==> src/rtl/kcp_pkg.sv <==
package kcp_pkg;
  localparam int BW = 8;
  localparam int KEY_LEN = 4;
  localparam int STEP_W = $clog2(KEY_LEN);

  localparam logic [BW-1:0] IDX_CTRL = 8'h02;
  localparam logic [BW-1:0] IDX_LDN  = 8'h07;
  localparam logic [BW-1:0] IDX_CLK  = 8'h23;
  localparam logic [BW-1:0] IDX_PIN  = 8'h2A;
  localparam logic [BW-1:0] IDX_WDT  = 8'h72;
  localparam logic [BW-1:0] IDX_EN   = 8'h30;
  localparam logic [BW-1:0] IDX_BHI  = 8'h60;
  localparam logic [BW-1:0] IDX_BLO  = 8'h61;

  localparam logic [BW-1:0] LEAVE_CODE = 8'h02;
  localparam logic [BW-1:0] KEY_START  = 8'h87;
  localparam logic [BW-1:0] LOCKED_RD  = 8'hFF;

  function automatic logic [BW-1:0] key_tail(input logic [15:0] base);
    return (base == 16'h004E) ? 8'hAA : 8'h55;
  endfunction

  function automatic logic [BW-1:0] key_byte(input logic [STEP_W-1:0] step,
                                             input logic [BW-1:0] tail);
    case (step)
      2'd0:    return KEY_START;
      2'd1:    return 8'h01;
      2'd2:    return 8'h55;
      default: return tail;
    endcase
  endfunction
endpackage

==> src/rtl/kcp_key_match.sv <==
module kcp_key_match
  import kcp_pkg::*;
#(
  parameter logic [BW-1:0] TAIL = 8'h55
) (
  input  logic          clk,
  input  logic          rst,
  input  logic          idx_wr,
  input  logic [BW-1:0] wbyte,
  input  logic          leave,
  output logic          cfg_mode
);
  logic [STEP_W-1:0] step;
  logic [BW-1:0]     want;

  assign want = key_byte(step, TAIL);

  always_ff @(posedge clk) begin
    if (rst) begin
      cfg_mode <= 1'b0;
      step     <= '0;
    end else if (cfg_mode) begin
      if (leave) begin
        cfg_mode <= 1'b0;
        step     <= '0;
      end
    end else if (idx_wr) begin
      if (wbyte == want) begin
        if (step == STEP_W'(KEY_LEN - 1)) begin
          cfg_mode <= 1'b1;
          step     <= '0;
        end else begin
          step <= step + 1'b1;
        end
      end else if (wbyte == KEY_START) begin
        step <= STEP_W'(1);
      end else begin
        step <= '0;
      end
    end
  end
endmodule

==> src/rtl/kcp_glob_regs.sv <==
module kcp_glob_regs
  import kcp_pkg::*;
#(
  parameter logic [BW-1:0] WDT_INIT = 8'h40
) (
  input  logic          clk,
  input  logic          rst,
  input  logic          cfg_mode,
  input  logic          idx_wr,
  input  logic          dat_wr,
  input  logic [BW-1:0] wbyte,
  output logic [BW-1:0] cur_idx,
  output logic [BW-1:0] ldn_q,
  output logic          clk24_q,
  output logic [BW-1:0] pin_q,
  output logic [BW-1:0] wdt_q,
  output logic          leave
);
  assign leave = dat_wr && (cur_idx == IDX_CTRL) && (wbyte == LEAVE_CODE);

  always_ff @(posedge clk) begin
    if (rst) begin
      cur_idx <= '0;
    end else if (idx_wr && cfg_mode) begin
      cur_idx <= wbyte;
    end
  end

  always_ff @(posedge clk) begin
    if (rst) begin
      ldn_q   <= '0;
      clk24_q <= 1'b0;
      pin_q   <= '0;
      wdt_q   <= WDT_INIT;
    end else if (dat_wr) begin
      case (cur_idx)
        IDX_LDN: ldn_q   <= wbyte;
        IDX_CLK: clk24_q <= wbyte[0];
        IDX_PIN: pin_q   <= wbyte;
        IDX_WDT: wdt_q   <= wbyte;
        default: ;
      endcase
    end
  end
endmodule

==> src/rtl/kcp_dev_banks.sv <==
module kcp_dev_banks
  import kcp_pkg::*;
#(
  parameter int NDEV   = 8,
  parameter int BASE_W = 16
) (
  input  logic                   clk,
  input  logic                   rst,
  input  logic                   dat_wr,
  input  logic [BW-1:0]          cur_idx,
  input  logic [BW-1:0]          ldn,
  input  logic [BW-1:0]          wbyte,
  output logic [NDEV-1:0]        en_q,
  output logic [NDEV*BASE_W-1:0] base_q,
  output logic [BW-1:0]          rd_bank
);
  localparam int HALF = BASE_W / 2;

  logic [HALF-1:0] hi_q [NDEV];
  logic [HALF-1:0] lo_q [NDEV];

  for (genvar d = 0; d < NDEV; d++) begin : g_dev
    logic hit;
    assign hit = dat_wr && (ldn == BW'(d));

    always_ff @(posedge clk) begin
      if (rst) begin
        en_q[d] <= 1'b0;
        hi_q[d] <= '0;
        lo_q[d] <= '0;
      end else if (hit) begin
        case (cur_idx)
          IDX_EN:  en_q[d] <= wbyte[0];
          IDX_BHI: if (!en_q[d]) hi_q[d] <= wbyte[HALF-1:0];
          IDX_BLO: if (!en_q[d]) lo_q[d] <= wbyte[HALF-1:0];
          default: ;
        endcase
      end
    end

    assign base_q[d*BASE_W +: BASE_W] = {hi_q[d], lo_q[d]};
  end

  always_comb begin
    rd_bank = '0;
    for (int d = 0; d < NDEV; d++) begin
      if (ldn == BW'(d)) begin
        case (cur_idx)
          IDX_EN:  rd_bank = {{(BW-1){1'b0}}, en_q[d]};
          IDX_BHI: rd_bank = BW'(hi_q[d]);
          IDX_BLO: rd_bank = BW'(lo_q[d]);
          default: rd_bank = '0;
        endcase
      end
    end
  end
endmodule

==> src/rtl/keyed_cfg_port.sv <==
module keyed_cfg_port
  import kcp_pkg::*;
#(
  parameter int              NDEV      = 8,
  parameter int              BASE_W    = 16,
  parameter logic [15:0]     PORT_BASE = 16'h002E,
  parameter logic [BW-1:0]   WDT_INIT  = 8'h40
) (
  input  logic                   clk,
  input  logic                   rst,
  input  logic                   io_wr,
  input  logic                   io_rd,
  input  logic                   io_sel,
  input  logic [BW-1:0]          io_wdata,
  output logic [BW-1:0]          io_rdata,
  output logic                   cfg_mode,
  input  logic                   susp_a,
  input  logic                   susp_b,
  output logic                   standby_n,
  output logic                   uart_clk_24,
  output logic [BW-1:0]          wdt_cfg,
  output logic                   wdt_active,
  output logic [NDEV-1:0]        dev_en,
  output logic [NDEV*BASE_W-1:0] dev_base
);
  localparam logic [BW-1:0] TAIL = key_tail(PORT_BASE);

  logic          idx_wr, dat_wr, leave;
  logic [BW-1:0] cur_idx, ldn_q, pin_q, rd_bank, rd_mux;

  assign idx_wr = io_wr && !io_sel;
  assign dat_wr = io_wr && io_sel && cfg_mode;

  kcp_key_match #(.TAIL(TAIL)) u_key (
    .clk(clk), .rst(rst), .idx_wr(idx_wr), .wbyte(io_wdata),
    .leave(leave), .cfg_mode(cfg_mode)
  );

  kcp_glob_regs #(.WDT_INIT(WDT_INIT)) u_glob (
    .clk(clk), .rst(rst), .cfg_mode(cfg_mode), .idx_wr(idx_wr),
    .dat_wr(dat_wr), .wbyte(io_wdata), .cur_idx(cur_idx), .ldn_q(ldn_q),
    .clk24_q(uart_clk_24), .pin_q(pin_q), .wdt_q(wdt_cfg), .leave(leave)
  );

  kcp_dev_banks #(.NDEV(NDEV), .BASE_W(BASE_W)) u_banks (
    .clk(clk), .rst(rst), .dat_wr(dat_wr), .cur_idx(cur_idx),
    .ldn(ldn_q), .wbyte(io_wdata), .en_q(dev_en), .base_q(dev_base),
    .rd_bank(rd_bank)
  );

  assign wdt_active = (wdt_cfg != '0);

  always_comb begin
    case (cur_idx)
      IDX_LDN:                   rd_mux = ldn_q;
      IDX_CLK:                   rd_mux = {{(BW-1){1'b0}}, uart_clk_24};
      IDX_PIN:                   rd_mux = pin_q;
      IDX_WDT:                   rd_mux = wdt_cfg;
      IDX_EN, IDX_BHI, IDX_BLO:  rd_mux = rd_bank;
      default:                   rd_mux = '0;
    endcase
  end

  always_ff @(posedge clk) begin
    if (rst) begin
      io_rdata <= LOCKED_RD;
    end else if (io_rd) begin
      if (!cfg_mode)    io_rdata <= LOCKED_RD;
      else if (!io_sel) io_rdata <= cur_idx;
      else              io_rdata <= rd_mux;
    end
  end

  always_ff @(posedge clk) begin
    if (rst) standby_n <= 1'b1;
    else     standby_n <= !(pin_q[BW-1] && susp_a && !susp_b);
  end
endmodule

==> config.mk <==
export PLATFORM = sky130hd
export DESIGN_NAME = keyed_cfg_port
export DESIGN_NICKNAME = d
export VERILOG_FILES = /design/src/rtl/kcp_pkg.sv /design/src/rtl/kcp_key_match.sv /design/src/rtl/kcp_glob_regs.sv /design/src/rtl/kcp_dev_banks.sv /design/src/rtl/keyed_cfg_port.sv
export SDC_FILE = /design/constraint.sdc
export NUM_CORES = 1
export LEC_CHECK = 0
export BUFFER_PORTS_ARGS = -buffer_cell sky130_fd_sc_hd__buf_2
export CAP_MARGIN = 0
export CORE_UTILIZATION = 25
export DETAILED_ROUTE_END_ITERATION = 16
export PLACE_DENSITY = 0.52
export SLEW_MARGIN = 30
export SYNTH_ARGS = -nofsm -noshare
export SYNTH_HDL_FRONTEND = slang
export SYNTH_SLANG_ARGS = --single-unit
==> constraint.sdc <==
create_clock -name clk -period 3 [get_ports clk]
set_clock_uncertainty 0.05 [all_clocks]
set_input_delay 0 -clock clk [delete_from_list [all_inputs] [get_ports clk]]
set_output_delay 0 -clock clk [all_outputs]
set_load 0.02 [all_outputs]
* Word-level counts from Yosys, hierarchy flattened
Memories as Yosys holds them, arrays and structs flattened. Cells that the tools add are included.
Storage, ports and cells: input bits 15, register bits 53, logic and storage cells 215, output and inout bits 156, bits in writable memories 128, memories 2
Cells by class: eq/ne operators 21, $add $sub $neg 1, reductions and logical operators 37, bitwise gates (word level) 16, muxes and demuxes 121
Memory list:
- u_banks.hi_q | depth 8, width 8, rd ports 8, clocked after memory_dff 0, wr ports 8, RTL line kcp_dev_banks.sv:19 | logic [HALF-1:0] hi_q [NDEV];
- u_banks.lo_q | depth 8, width 8, rd ports 8, clocked after memory_dff 0, wr ports 8, RTL line kcp_dev_banks.sv:20 | logic [HALF-1:0] lo_q [NDEV];
Operator list (count):
- 8-bit 2-to-1 mux | 26
- 8-bit one-hot mux with 3 select lines | 8
- 1-bit 2-to-1 mux | 80
- 8-bit by 3-bit == test with 1-bit output, second input constant | 5
- 8-bit one-hot mux with 5 select lines | 1
- 8-bit by 2-bit == test with 1-bit output, second input constant | 4
- 2-bit AND reduction | 13
- 8-bit by 6-bit == test with 1-bit output, second input constant | 3
- 8-bit by 7-bit == test with 1-bit output, second input constant | 3
- 1-bit logical AND | 16
- 1-bit OR | 16
- 8-bit one-hot mux with 2 select lines | 1
- 2-bit 2-to-1 mux | 5
- 8-bit by 1-bit == test with 1-bit output, second input constant | 1
- 8-bit == test | 1
- 8-bit == test, second input constant | 1
- 8-bit logical NOT | 1
- 8-bit nonzero test | 1
- 1-bit logical NOT | 3
- 3-bit OR reduction | 1
- 2-bit by 1-bit adder with 2-bit output, second input constant | 1
- 2-bit by 1-bit == test with 1-bit output, second input constant | 1
- 2-bit == test, second input constant | 1
- 2-bit logical NOT | 1
- 2 further kinds | 2

* Depth between registers and ports, before layout
Gate-level depths: netlist (run 1).
word-level depth 13, depth in mapped cells 10, gate-level depth less buffers 9

* Cells and area by module
From an unflattened synthesis (run 1), not the netlist that was laid out.
Unflattened totals: cells, all modules 782, area total of the unflattened synthesis 9230.1 µm²
By module, submodules not included:
- kcp_dev_banks | times used 1, cells an instance 500, seq. area each 4003.8 µm², area each 6736.5 µm²
- kcp_glob_regs | times used 1, cells an instance 144, seq. area each 660.6 µm², area each 1398.8 µm²
- keyed_cfg_port | times used 1, cells an instance 101, seq. area each 180.2 µm², area each 769.5 µm²
- kcp_key_match | times used 1, cells an instance 37, seq. area each 60.1 µm², area each 325.3 µm²

* Worst setup path before layout (run 1)
Ideal clock, no wire load.
kind flip-flop to flip-flop, start register u_glob.cur_idx[6], end memory u_banks.lo_q[1][0] (netlist name), enable pin, path buffers 2, stages on the path, launching flop included 7, arrival 1982 ps, slack 642 ps, data required time 2624 ps, clock period less this slack 2358 ps, library setup time 326 ps, cells stage by stage dfxtp_1 > nor4b_2 > buf_4 > nand2_1 > clkbuf_1 > nor3_1 > a21o_1
RTL lines:
- start, declared | RTL line kcp_glob_regs.sv:12 | output logic [BW-1:0] cur_idx,
- start signal, assigned | RTL line kcp_glob_regs.sv:25 | cur_idx <= wbyte;
- end, declared | RTL line kcp_dev_banks.sv:20

* Worst setup path in the final report (run 1)
start register u_glob.cur_idx[5], end register io_rdata[2]
Between the ends: longest elaborated chain between the ends 13, elaborated cells on any way between the ends 27
Ends and longest elaborated chain:
- 8-bit by 7-bit == test with 1-bit output / 8-bit by 6-bit == test with 1-bit output (equally long branches) | RTL line kcp_dev_banks.sv:48, keyed_cfg_port.sv:54
- 8-bit one-hot mux with 3 select lines | RTL line kcp_dev_banks.sv:48 | case (cur_idx)
- 8-bit 2-to-1 mux (8 in series) | RTL line kcp_dev_banks.sv:47 | if (ldn == BW'(d)) begin
- 8-bit one-hot mux with 5 select lines (*) | RTL line keyed_cfg_port.sv:54 | case (cur_idx)
- 8-bit 2-to-1 mux (*) | RTL line keyed_cfg_port.sv:69 | else if (!io_sel) io_rdata <= cur_idx;
- 8-bit 2-to-1 mux (*) | RTL line keyed_cfg_port.sv:68 | if (!cfg_mode) io_rdata <= LOCKED_RD;
- end signal, assigned | RTL line keyed_cfg_port.sv:69
- end signal, assigned | RTL line keyed_cfg_port.sv:70 | else io_rdata <= rd_mux;
- end, declared | RTL line keyed_cfg_port.sv:15 | output logic [BW-1:0] io_rdata,
Every way passes the cells marked *; elsewhere a longest branch is shown, timed or not. A chain may end at the register's enable or synchronous reset.

==> results by group, run 1 <==
Setup path
  • Worst setup EP type: flip-flop
  • Crit path DAT: 3.14 ns
  • Reg-to-Reg Start: u_glob.cur_idx[5]$_SDFFE_PP0P_
  • Critical path peak fanout: 26
  • CP peak stage delay: 0.49 ns
  • CP Launch Type: flip-flop
  • WP buf/inv: 1
  • Crit path max-delay cell type: nor3b_2
  • Crit path kind: flip-flop to flip-flop
  • R2R Setup Slk: 0.17 ns
  • Crit-path cells: nor3b_2 -> and3_1 -> buf_4 -> a221o_1 -> o211ai_1 -> a211oi_1 -> o21ai_0 -> a31oi_1
  • R2R depth: 8
  • Top Family by Delay on Critical Path: compound AO/OA/AOI/OAI gates
  • Critical R2R Capture: io_rdata[2]$_SDFFE_PP1P_
  • CP required: 3.32 ns

Logic synthesis
  • Post-synth EDFFs: 128
  • Top cell type's share of synthesized area: 42.4%
  • Sequential area share after synthesis: 54.2%
  • Async set or reset register ratio after synthesis: 0%
  • Ys flop type: edfxtp_1
  • Mapped cell area: 9050 µm²
  • Syn nets: 862
  • Yosys top cell by area: edfxtp_1
  • Syn avg cell area: 10.8 µm²
  • Register bit total from synthesis: 181
  • Dominant cells by area after synthesis: edfxtp_1 42%, dfxtp_1 12%, and2_1 9.2%, mux2i_1 3.9%, nor2_1 3.2%
  • Yosys warns: 0
  • Cells after Synth: 842
  • Yosys cell types: 69

Drt
  • Via-to-Cell Ratio: 4.99
  • DRT Wirelength: 33.4 mm
  • Antenna-violating nets left: 0
  • Residual DRC: 0
  • DR vias: 7,404
  • First-pass DRT Iterations: 8
  • WL/cell: 22.5 µm
  • Initial DRC count: 649

Global route
  • Antenna violations before repair: 0
  • Total track usage: 18.0%
  • Vias in the first global route: 7,100
  • First-pass GRT wire length: 48.1 mm
  • Largest net degree at the start of global routing: 36
  • Grt ovf: 0

Worst hold path
  • Min-delay src: io_wdata[4]
  • Worst Hold Class: input pin to flip-flop
  • Hold Path Stages: 3
  • Worst hold endpoint: u_glob.wdt_q[4]$_SDFFE_PP0P_

Die
  • Die width: 192 µm
  • Chip Height: 192 µm
  • Io pins: 171
  • Rows: 69
  • Initial Util: 25.5%
  • Core area: 35,600 µm²
  • Die area: 37,000 µm²

Cells and area
  • Area Overhead vs Synth: 22.3%
  • Layout cells sized above 1: 26.5%
  • Final nets: 1,030
  • # fillers: 3,688
  • Most frequent cells in the layout: 170 x buf_2, 133 x and2_1, 128 x edfxtp_1, 77 x nor2_1, 52 x dfxtp_1
  • Commonest non-fill, non-tap cell in the layout: buf_2
  • Number of diodes: 0

Timing
  • Final period util: 94.3%
  • Slew of the pin with the lowest slew margin: 0.655 ns
  • Fmax: 0.354 GHz
  • Max Slew Vio Count: 0
  • Final Setup Violations: 0
  • Unrepaired setup endpoints after global routing: false
  • Fin Setup TNS: 0 ns
  • Final count of hold timing violations: 0
  • Final worst path period need: 2.83 ns
  • Slew HR: 56.3%

Clock tree
  • H-tree depth: 4
  • CTS buffer count: 17
  • TritonCTS clock tree: yes
  • # clock sinks: 181
  • Postcts setup bufs: 0
  • Clock Pin Slew Worst Setup and Hold Paths: 0.07 ns
  • Max clock buf depth: 2
  • Insertion delay of the later-clocked pin in the worst-skew pair: 0.45 ns
  • Clock root cell: clkbuf_16

Placed design
  • DPL Wire Length: 24.3 mm
  • # port buffers: 170
  • GP Congestion: 0.880

Outcome
  • Outcome: complete, no violations

Power
  • Leak Pwr: 4.11 nW
  • Peak VDD IR: 0.329 mV
  • Pwr per Cell Area: 491 nW/µm²
  • Total power: 5.43 mW

Run
  • Max Cap Viol: 0
-- power breakdown --
group	internal, mW	switching, mW	total (mW)
registers	2.76	0.0694	2.83
clock network	1.15	1.08	2.23
logic	0.0952	0.284	0.379
-- synthesized netlist by cell type (15+ instances only) --
master      n
and2_1    133
edfxtp_1  128
nor2_1     77
dfxtp_1    53
nand2_1    47
a21oi_1    45
clkbuf_1   36
mux2i_1    35
o21ai_0    29
nand3_1    23
a22oi_1    19
a21o_1     16
a221oi_1   15
nor3_1     15
-- area by class of cell --
type	instances	area, µm²	share of cell area, %
clock buffer	17	425	3.84
multi-input combinational	588	3820	34.5
timing repair buffer	209	1160	10.5
tap	461	577	5.21
clock inverter	15	130	1.18
inverter	13	48.8	0.441
sequential	181	4910	44.3
-- worst max-delay path by stage --
stage	from	end	slack (ns)	cells after the start
floorplan	u_glob.cur_idx[6]$_SDFFE_PP0P_	u_banks.lo_q[1][0]$_SDFFCE_PN0P_	0.64	6
global placement	u_glob.cur_idx[0]$_SDFFE_PP0P_	io_rdata[2]$_SDFFE_PP1P_	0.29	8
detailed placement	u_glob.cur_idx[6]$_SDFFE_PP0P_	io_rdata[2]$_SDFFE_PP1P_	0.26	8
CTS	u_glob.cur_idx[6]$_SDFFE_PP0P_	io_rdata[2]$_SDFFE_PP1P_	0.22	8
global route	u_glob.cur_idx[5]$_SDFFE_PP0P_	io_rdata[2]$_SDFFE_PP1P_	0.02	7
finish	u_glob.cur_idx[5]$_SDFFE_PP0P_	io_rdata[2]$_SDFFE_PP1P_	0.17	8
-- through the flow --
step | util, % | hold WS, ns | instance area (µm²) | instances | setup WS [ns]
global placement | 29.4 | 0.159 | 10500 | 1446 | 0.292
detailed placement | 29.4 | 0.157 | 10500 | 1446 | 0.259
global route | 31.1 | 0.0715 | 11100 | 1484 | 0.0191
CTS | 31.1 | 0.0210 | 11100 | 1484 | 0.217
finish | 31.1 | 0.0412 | 11100 | 1484 | 0.172
floorplan | - | 0.0463 | 9050 | 842 | 0.642
-- worst reg2reg max path, stage by stage (launching register included) --
cell,delay [ns]
dfxtp_1,0.42
nor3b_2,0.49
and3_1,0.23
buf_4,0.32
a221o_1,0.25
o211ai_1,0.14
a211oi_1,0.40
o21ai_0,0.27
a31oi_1,0.19
-- registers in the layout, indices dropped and copies added (netlist names) --
signal	flops
u_key.step	2
u_glob.clk24_q	1
u_glob.wdt_q	8
u_banks.lo_q	64
u_glob.cur_idx	8
u_key.cfg_mode	1
u_banks.en_q	8
io_rdata	8
u_glob.ldn_q	8
u_glob.pin_q	8
standby_n	1
u_banks.hi_q	64
-- metal layers --
layer | GRT usage (%) | wire length [µm] | up-vias
li1 | - | - | 3425
met1 | 25.0 | 15400 | 3679
met2 | 28.9 | 15600 | 270
met3 | 2.76 | 1880 | 30
met4 | 5.24 | 549 | 0
met5 | 0 | 0 | -
-- logic make-up after synthesis --
family	Yosys count	synth area share, %
xor gates and xnor gates	1	0.0967
buffers and inverters	73	3.63
AOI/OAI and AO/OA	178	13.5
DFF	181	54.2
adders and majority gates	5	0.691
and+or+nand+nor	360	23.0
muxes	44	4.99
-- repair_timing --
item                       4_1_cts  5_1_grt
resized for setup                0        1
setup endpoints to repair        0        1
hold buffers                     6        0
hold endpoints to repair        20        0
(Power assumes the default switching activity.)
==> run 2: changes to the inputs <==
Settings changed: CORE_UTILIZATION 25 to 45, PLACE_DENSITY 0.52 to 0.77.
==> run 2 against run 1 <==
Against the previous run:
- clock power shrank 4%
- register-to-register slack gained 0.09 ns
- cell count shrank 14%
- die area shrank 44%
- maximum frequency grew 3.3%
- design area shrank 3.2%
- setup slack gained 0.089 ns
- core utilization grew 24 points
- critical path depth grew 1
- first-iteration DRC count grew 37%
- wire length shrank 15%
- critical path type unchanged
- highest routed layer unchanged
==> results by group, run 2 (same netlist as run 1, synthesis figures left out) <==
Outcome
  • Outcome: complete, no violations

Timing
  • Final Setup Violations: 0
  • Final worst path period need: 2.74 ns
  • Fmax: 0.365 GHz
  • Unrepaired setup endpoints after global routing: false
  • Slew of the pin with the lowest slew margin: 0.861 ns
  • Max Slew Vio Count: 0
  • Final period util: 91.3%
  • Fin Setup TNS: 0 ns
  • Final setup margin: 0.262 ns
  • Slew HR: 42.3%
  • Final count of hold timing violations: 0

Drt
  • First-pass DRT Iterations: 7
  • DRT Wirelength: 28.3 mm
  • Antenna-violating nets left: 0
  • DR vias: 7,602
  • Via-to-Cell Ratio: 5.97
  • Initial DRC count: 891
  • WL/cell: 22.2 µm
  • Residual DRC: 0

Run
  • Max Cap Viol: 0

Power
  • Leak Pwr: 4.05 nW
  • Peak VDD IR: 0.397 mV
  • Pwr per Cell Area: 496 nW/µm²

Cells and area
  • Final Core Density: 54.7%
  • Most frequent cells in the layout: 170 x buf_2, 133 x and2_1, 128 x edfxtp_1, 77 x nor2_1, 52 x dfxtp_1
  • Layout cells sized above 1: 25.6%
  • Commonest non-fill, non-tap cell in the layout: buf_2
  • # fillers: 1,731
  • Final nets: 1,016
  • Final std cells w/o fill: 1,274
  • Biggest registers after layout: u_banks.hi_q: 64 flops, u_banks.lo_q: 64 flops
  • Area Overhead vs Synth: 18.4%
  • Number of diodes: 0

Global route
  • Grt ovf: 0
  • First-pass GRT wire length: 41.7 mm
  • Antenna violations before repair: 0
  • Largest net degree at the start of global routing: 61
  • Vias in the first global route: 7,007
  • Total track usage: 27.7%

Placed design
  • DPL Wire Length: 19.9 mm
  • DP Cell Count: 1,236
  • Post-place setup slack: 0.380 ns
  • GP Congestion: 0.911
  • # port buffers: 170

Setup path
  • CP Launch Type: flip-flop
  • CP required: 3.32 ns
  • Crit path kind: flip-flop to flip-flop
  • R2R Setup Slk: 0.26 ns
  • Crit path DAT: 3.06 ns
  • R2R depth: 9
  • Worst setup EP type: flip-flop
  • Critical path peak fanout: 27

Clock tree
  • CTS buffer count: 17
  • H-tree depth: 4
  • TritonCTS clock tree: yes
  • # clock sinks: 181
  • Max clock buf depth: 2
  • Insertion delay of the later-clocked pin in the worst-skew pair: 0.44 ns
  • Postcts setup bufs: 0
  • Clock Pin Slew Worst Setup and Hold Paths: 0.07 ns
  • Clock root cell: clkbuf_16

Die
  • Die width: 144 µm
  • Chip Height: 144 µm
  • Core area: 19,600 µm²
  • Die area: 20,700 µm²
  • Initial Util: 46.2%
  • Rows: 51
  • Io pins: 171

Worst hold path
  • Worst Hold Class: input pin to flip-flop
  • Hold Path Stages: 3
-- run 2: changes by cell type in the layout (fill, tap and decap cells not counted), moves of 2 or more --
cell / delta
clkinv_1: -2
clkinv_2: +2
clkinvlp_4: -2
buf_4: -14
inv_4: +2
inv_6: +2
-- run 2: layout make-up --
class                           instances  area (µm²)  area share [%]
Clock buffer                           19         454            4.24
Clock inverter                         13        92.6           0.864
Inverter                               13        48.8           0.455
Multi-Input combinational cell        588        3820            35.6
Sequential cell                       181        4910            45.8
Tap cell                              265         332            3.09
Timing Repair Buffer                  195        1070            9.94
-- run 2: critical path, cell delays in order (launching register included) --
cell and delay, ns:
dfxtp_1 0.41, nor3b_2 0.49, and3_1 0.22, buf_4 0.33, buf_4 0.25, a22oi_1 0.10
o21ai_0 0.34, a211o_1 0.15, o211ai_1 0.14, a21oi_1 0.18
-- run 2: power breakdown --
part,switching [mW],leakage (nW),internal (mW)
clock,1.02,0.274,1.12
combinational,0.271,2.14,0.0929
sequential,0.0615,1.64,2.76
-- run 2: worst paths after layout --
kind | from | endpoint
setup / recovery | u_glob.cur_idx[5]$_SDFFE_PP0P_ | io_rdata[3]$_SDFFE_PP1P_
hold reg to reg | u_key.step[1]$_SDFFE_PP0P_ | u_key.step[1]$_SDFFE_PP0P_
hold / removal | io_wdata[6] | u_glob.wdt_q[6]$_SDFFE_PP1P_
setup reg to reg | u_glob.cur_idx[5]$_SDFFE_PP0P_ | io_rdata[3]$_SDFFE_PP1P_
-- run 2: through the flow --
step	area (µm²)	hold WS (ns)	total power [mW]
6_report	10700	0.0322	5.32
5_1_grt	10700	0.0466	5.43
4_1_cts	10700	0.00509	5.32
3_5_place_dp	10100	0.226	3.23
3_3_place_gp	10100	0.211	3.23
2_1_floorplan	9050	0.0463	3.06
-- run 2: layer usage --
metal	vias to the layer above	GRT usage [%]	wire (µm)
met2	413	45.6	13400
met5	-	0	0
li1	3396	-	-
met4	0	9.24	658
met1	3746	37.2	12000
met3	47	4.27	2270
-- run 2: repair_timing --
action | 4_1_cts | 5_1_grt
gates resized for setup | 0 | 0
endpoints found under the hold margin | 5 | 0
endpoints found under the setup margin | 0 | 0
hold buffers | 6 | 0
==> run 3: changes to the inputs <==
Settings changed: CORE_ASPECT_RATIO from default to 1.4.
==> run 3 against run 2 <==
Against the previous run:
- cell count down 0.86%
- design area barely moved
- clock-buffer cell count grew 5
- setup slack got worse by 0.018 ns
- sequential power hardly changed
- non-clock buffer count rose by 2
- core utilization decreased by 0.49 points
- die area hardly changed
- largest power group unchanged
- highest routed layer unchanged
==> results by group, run 3 (same netlist as run 1, synthesis figures left out) <==
Clock tree
  • Max clock buf depth: 2
  • Insertion delay of the later-clocked pin in the worst-skew pair: 0.43 ns
  • # clock sinks: 181
  • CTS buffer count: 17
  • TritonCTS clock tree: yes
  • Clock Pin Slew Worst Setup and Hold Paths: 0.07 ns
  • CTS resizes: 0
  • H-tree depth: 4
  • Clock root cell: clkbuf_16

Cells and area
  • Commonest non-fill, non-tap cell in the layout: buf_2
  • Area Overhead vs Synth: 18.4%
  • Number of diodes: 0
  • Most frequent cells in the layout: 170 x buf_2, 133 x and2_1, 128 x edfxtp_1, 77 x nor2_1, 52 x dfxtp_1
  • Biggest registers after layout: u_banks.hi_q: 64 flops, u_banks.lo_q: 64 flops
  • Layout cells sized above 1: 25.4%
  • Final nets: 1,018

Die
  • Die width: 122 µm
  • Die area: 20,700 µm²
  • Core area: 19,800 µm²
  • Chip Height: 170 µm
  • Io pins: 171
  • Rows: 61
  • Initial Util: 45.8%

Timing
  • Final worst path period need: 2.76 ns
  • Final count of hold timing violations: 0
  • Max Slew Vio Count: 0
  • Final setup margin: 0.244 ns
  • Unrepaired setup endpoints after global routing: false
  • Slew HR: 48.1%
  • Final period util: 91.9%
  • Fmax: 0.363 GHz
  • Fin Setup TNS: 0 ns
  • Final Setup Violations: 0
  • Slew of the pin with the lowest slew margin: 0.778 ns
  • Min Hold Slack: 0.0458 ns

Global route
  • Vias in the first global route: 7,305
  • Grt ovf: 0
  • Largest net degree at the start of global routing: 39
  • First-pass GRT wire length: 43.1 mm
  • Antenna violations before repair: 0
  • Total track usage: 28.6%

Power
  • Total power: 5.40 mW
  • Leak Pwr: 4.05 nW
  • Pwr per Cell Area: 504 nW/µm²
  • Peak VDD IR: 0.317 mV

Setup path
  • WP buf/inv: 1
  • R2R depth: 5
  • Reg-to-Reg Start: u_glob.cur_idx[5]$_SDFFE_PP0P_
  • CP required: 3.04 ns
  • Worst setup EP type: flip-flop
  • Top Family by Delay on Critical Path: simple AND/OR/NAND/NOR gates
  • Crit path DAT: 2.80 ns
  • Crit-path cells: nor3b_2 -> nand2_1 -> nor3_1 -> buf_4 -> a21o_1
  • Critical R2R Capture: u_banks.lo_q[0][22]$_SDFFCE_PN0P_
  • Critical path peak fanout: 10
  • Crit path max-delay cell type: nor3b_2
  • CP Launch Type: flip-flop
  • R2R Setup Slk: 0.24 ns
  • CP peak stage delay: 0.51 ns
  • Crit path kind: flip-flop to flip-flop

Worst hold path
  • Min-delay src: io_wdata[1]
  • Worst hold endpoint: u_glob.wdt_q[1]$_SDFFE_PP0P_
  • Hold Path Stages: 3
  • Worst Hold Class: input pin to flip-flop

Placed design
  • DPL Wire Length: 20.8 mm
  • Post-place setup slack: 0.318 ns
  • # port buffers: 170
  • GP Congestion: 0.959

Drt
  • WL/cell: 23.2 µm
  • DR vias: 7,654
  • Via-to-Cell Ratio: 6.06
  • First-pass DRT Iterations: 7
  • Initial DRC count: 878
  • DRT Wirelength: 29.3 mm
  • Residual DRC: 0
  • Antenna-violating nets left: 0

Run
  • Max Cap Viol: 0

Outcome
  • Outcome: complete, no violations
[run 3: changes by cell type in the layout (fill, tap and decap cells not counted), sizes merged]
cell         delta
clkinvlp        +2
clkbuf          +5
inv             -7
buf             +4
dlygate4sd3     -2
clkinv          -2
bufinv          +2
[run 3: layer usage]
metal	part of all wire, %	vias up	routed length (µm)	GRT usage (%)
li1	-	3399	-	-
met1	35	3656	10300	32.6
met2	50	472	14700	48.2
met3	7.7	127	2260	4.46
met4	7.2	0	2130	20.7
met5	0	-	0	0
[run 3: area by class of cell]
cell class,count,area (µm²)
timing repair buffer,197,1060
inverter,13,48.8
clock inverter,8,105
multi-input combinational,588,3820
sequential,181,4910
tap,252,315
fill,1698,9050
clock buffer,24,462
[run 3: what timing repair did]
item | CTS | global route
hold buffers | 4 | 0
buffers inserted | 0 | 0
hold endpoints to repair | 5 | 0
[run 3: power by group]
| group | internal, mW | leakage (nW) | switching, mW |
|---|---|---|---|
| logic | 0.0918 | 2.15 | 0.277 |
| clock network | 1.25 | 0.265 | 0.946 |
| registers | 2.76 | 1.64 | 0.0733 |
[run 3: how the worst max path moves through the flow]
stage                                               from                                 to  cells past startpoint  slack, ns
after detailed placement  u_glob.cur_idx[5]$_SDFFE_PP0P_   u_banks.lo_q[0][9]$_SDFFCE_PN0P_                      5       0.32
final                     u_glob.cur_idx[5]$_SDFFE_PP0P_  u_banks.lo_q[0][22]$_SDFFCE_PN0P_                      5       0.24
after global routing      u_glob.cur_idx[5]$_SDFFE_PP0P_           io_rdata[7]$_SDFFE_PP1P_                      7       0.13
after CTS                 u_glob.cur_idx[5]$_SDFFE_PP0P_  u_banks.lo_q[0][15]$_SDFFCE_PN0P_                      5       0.28
after global placement      u_glob.ldn_q[3]$_SDFFE_PP0P_           io_rdata[1]$_SDFFE_PP1P_                      7       0.35
after floorplan           u_glob.cur_idx[6]$_SDFFE_PP0P_   u_banks.lo_q[1][0]$_SDFFCE_PN0P_                      6       0.64
[run 3: per-stage QoR]
stage / std cells / util [%] / cell area (µm²)
after floorplan: 842 / - / 9050
after CTS: 1263 / 54.2 / 10700
final: 1263 / 54.2 / 10700
after global routing: 1263 / 54.2 / 10700
after global placement: 1227 / 51.2 / 10100
after detailed placement: 1227 / 51.2 / 10100
[run 3: worst reg2reg max path, cell delays in order (launching register included)]
cell     delay, ns
dfxtp_1       0.43
nor3b_2       0.51
nand2_1       0.39
nor3_1        0.46
buf_4         0.23
a21o_1        0.35
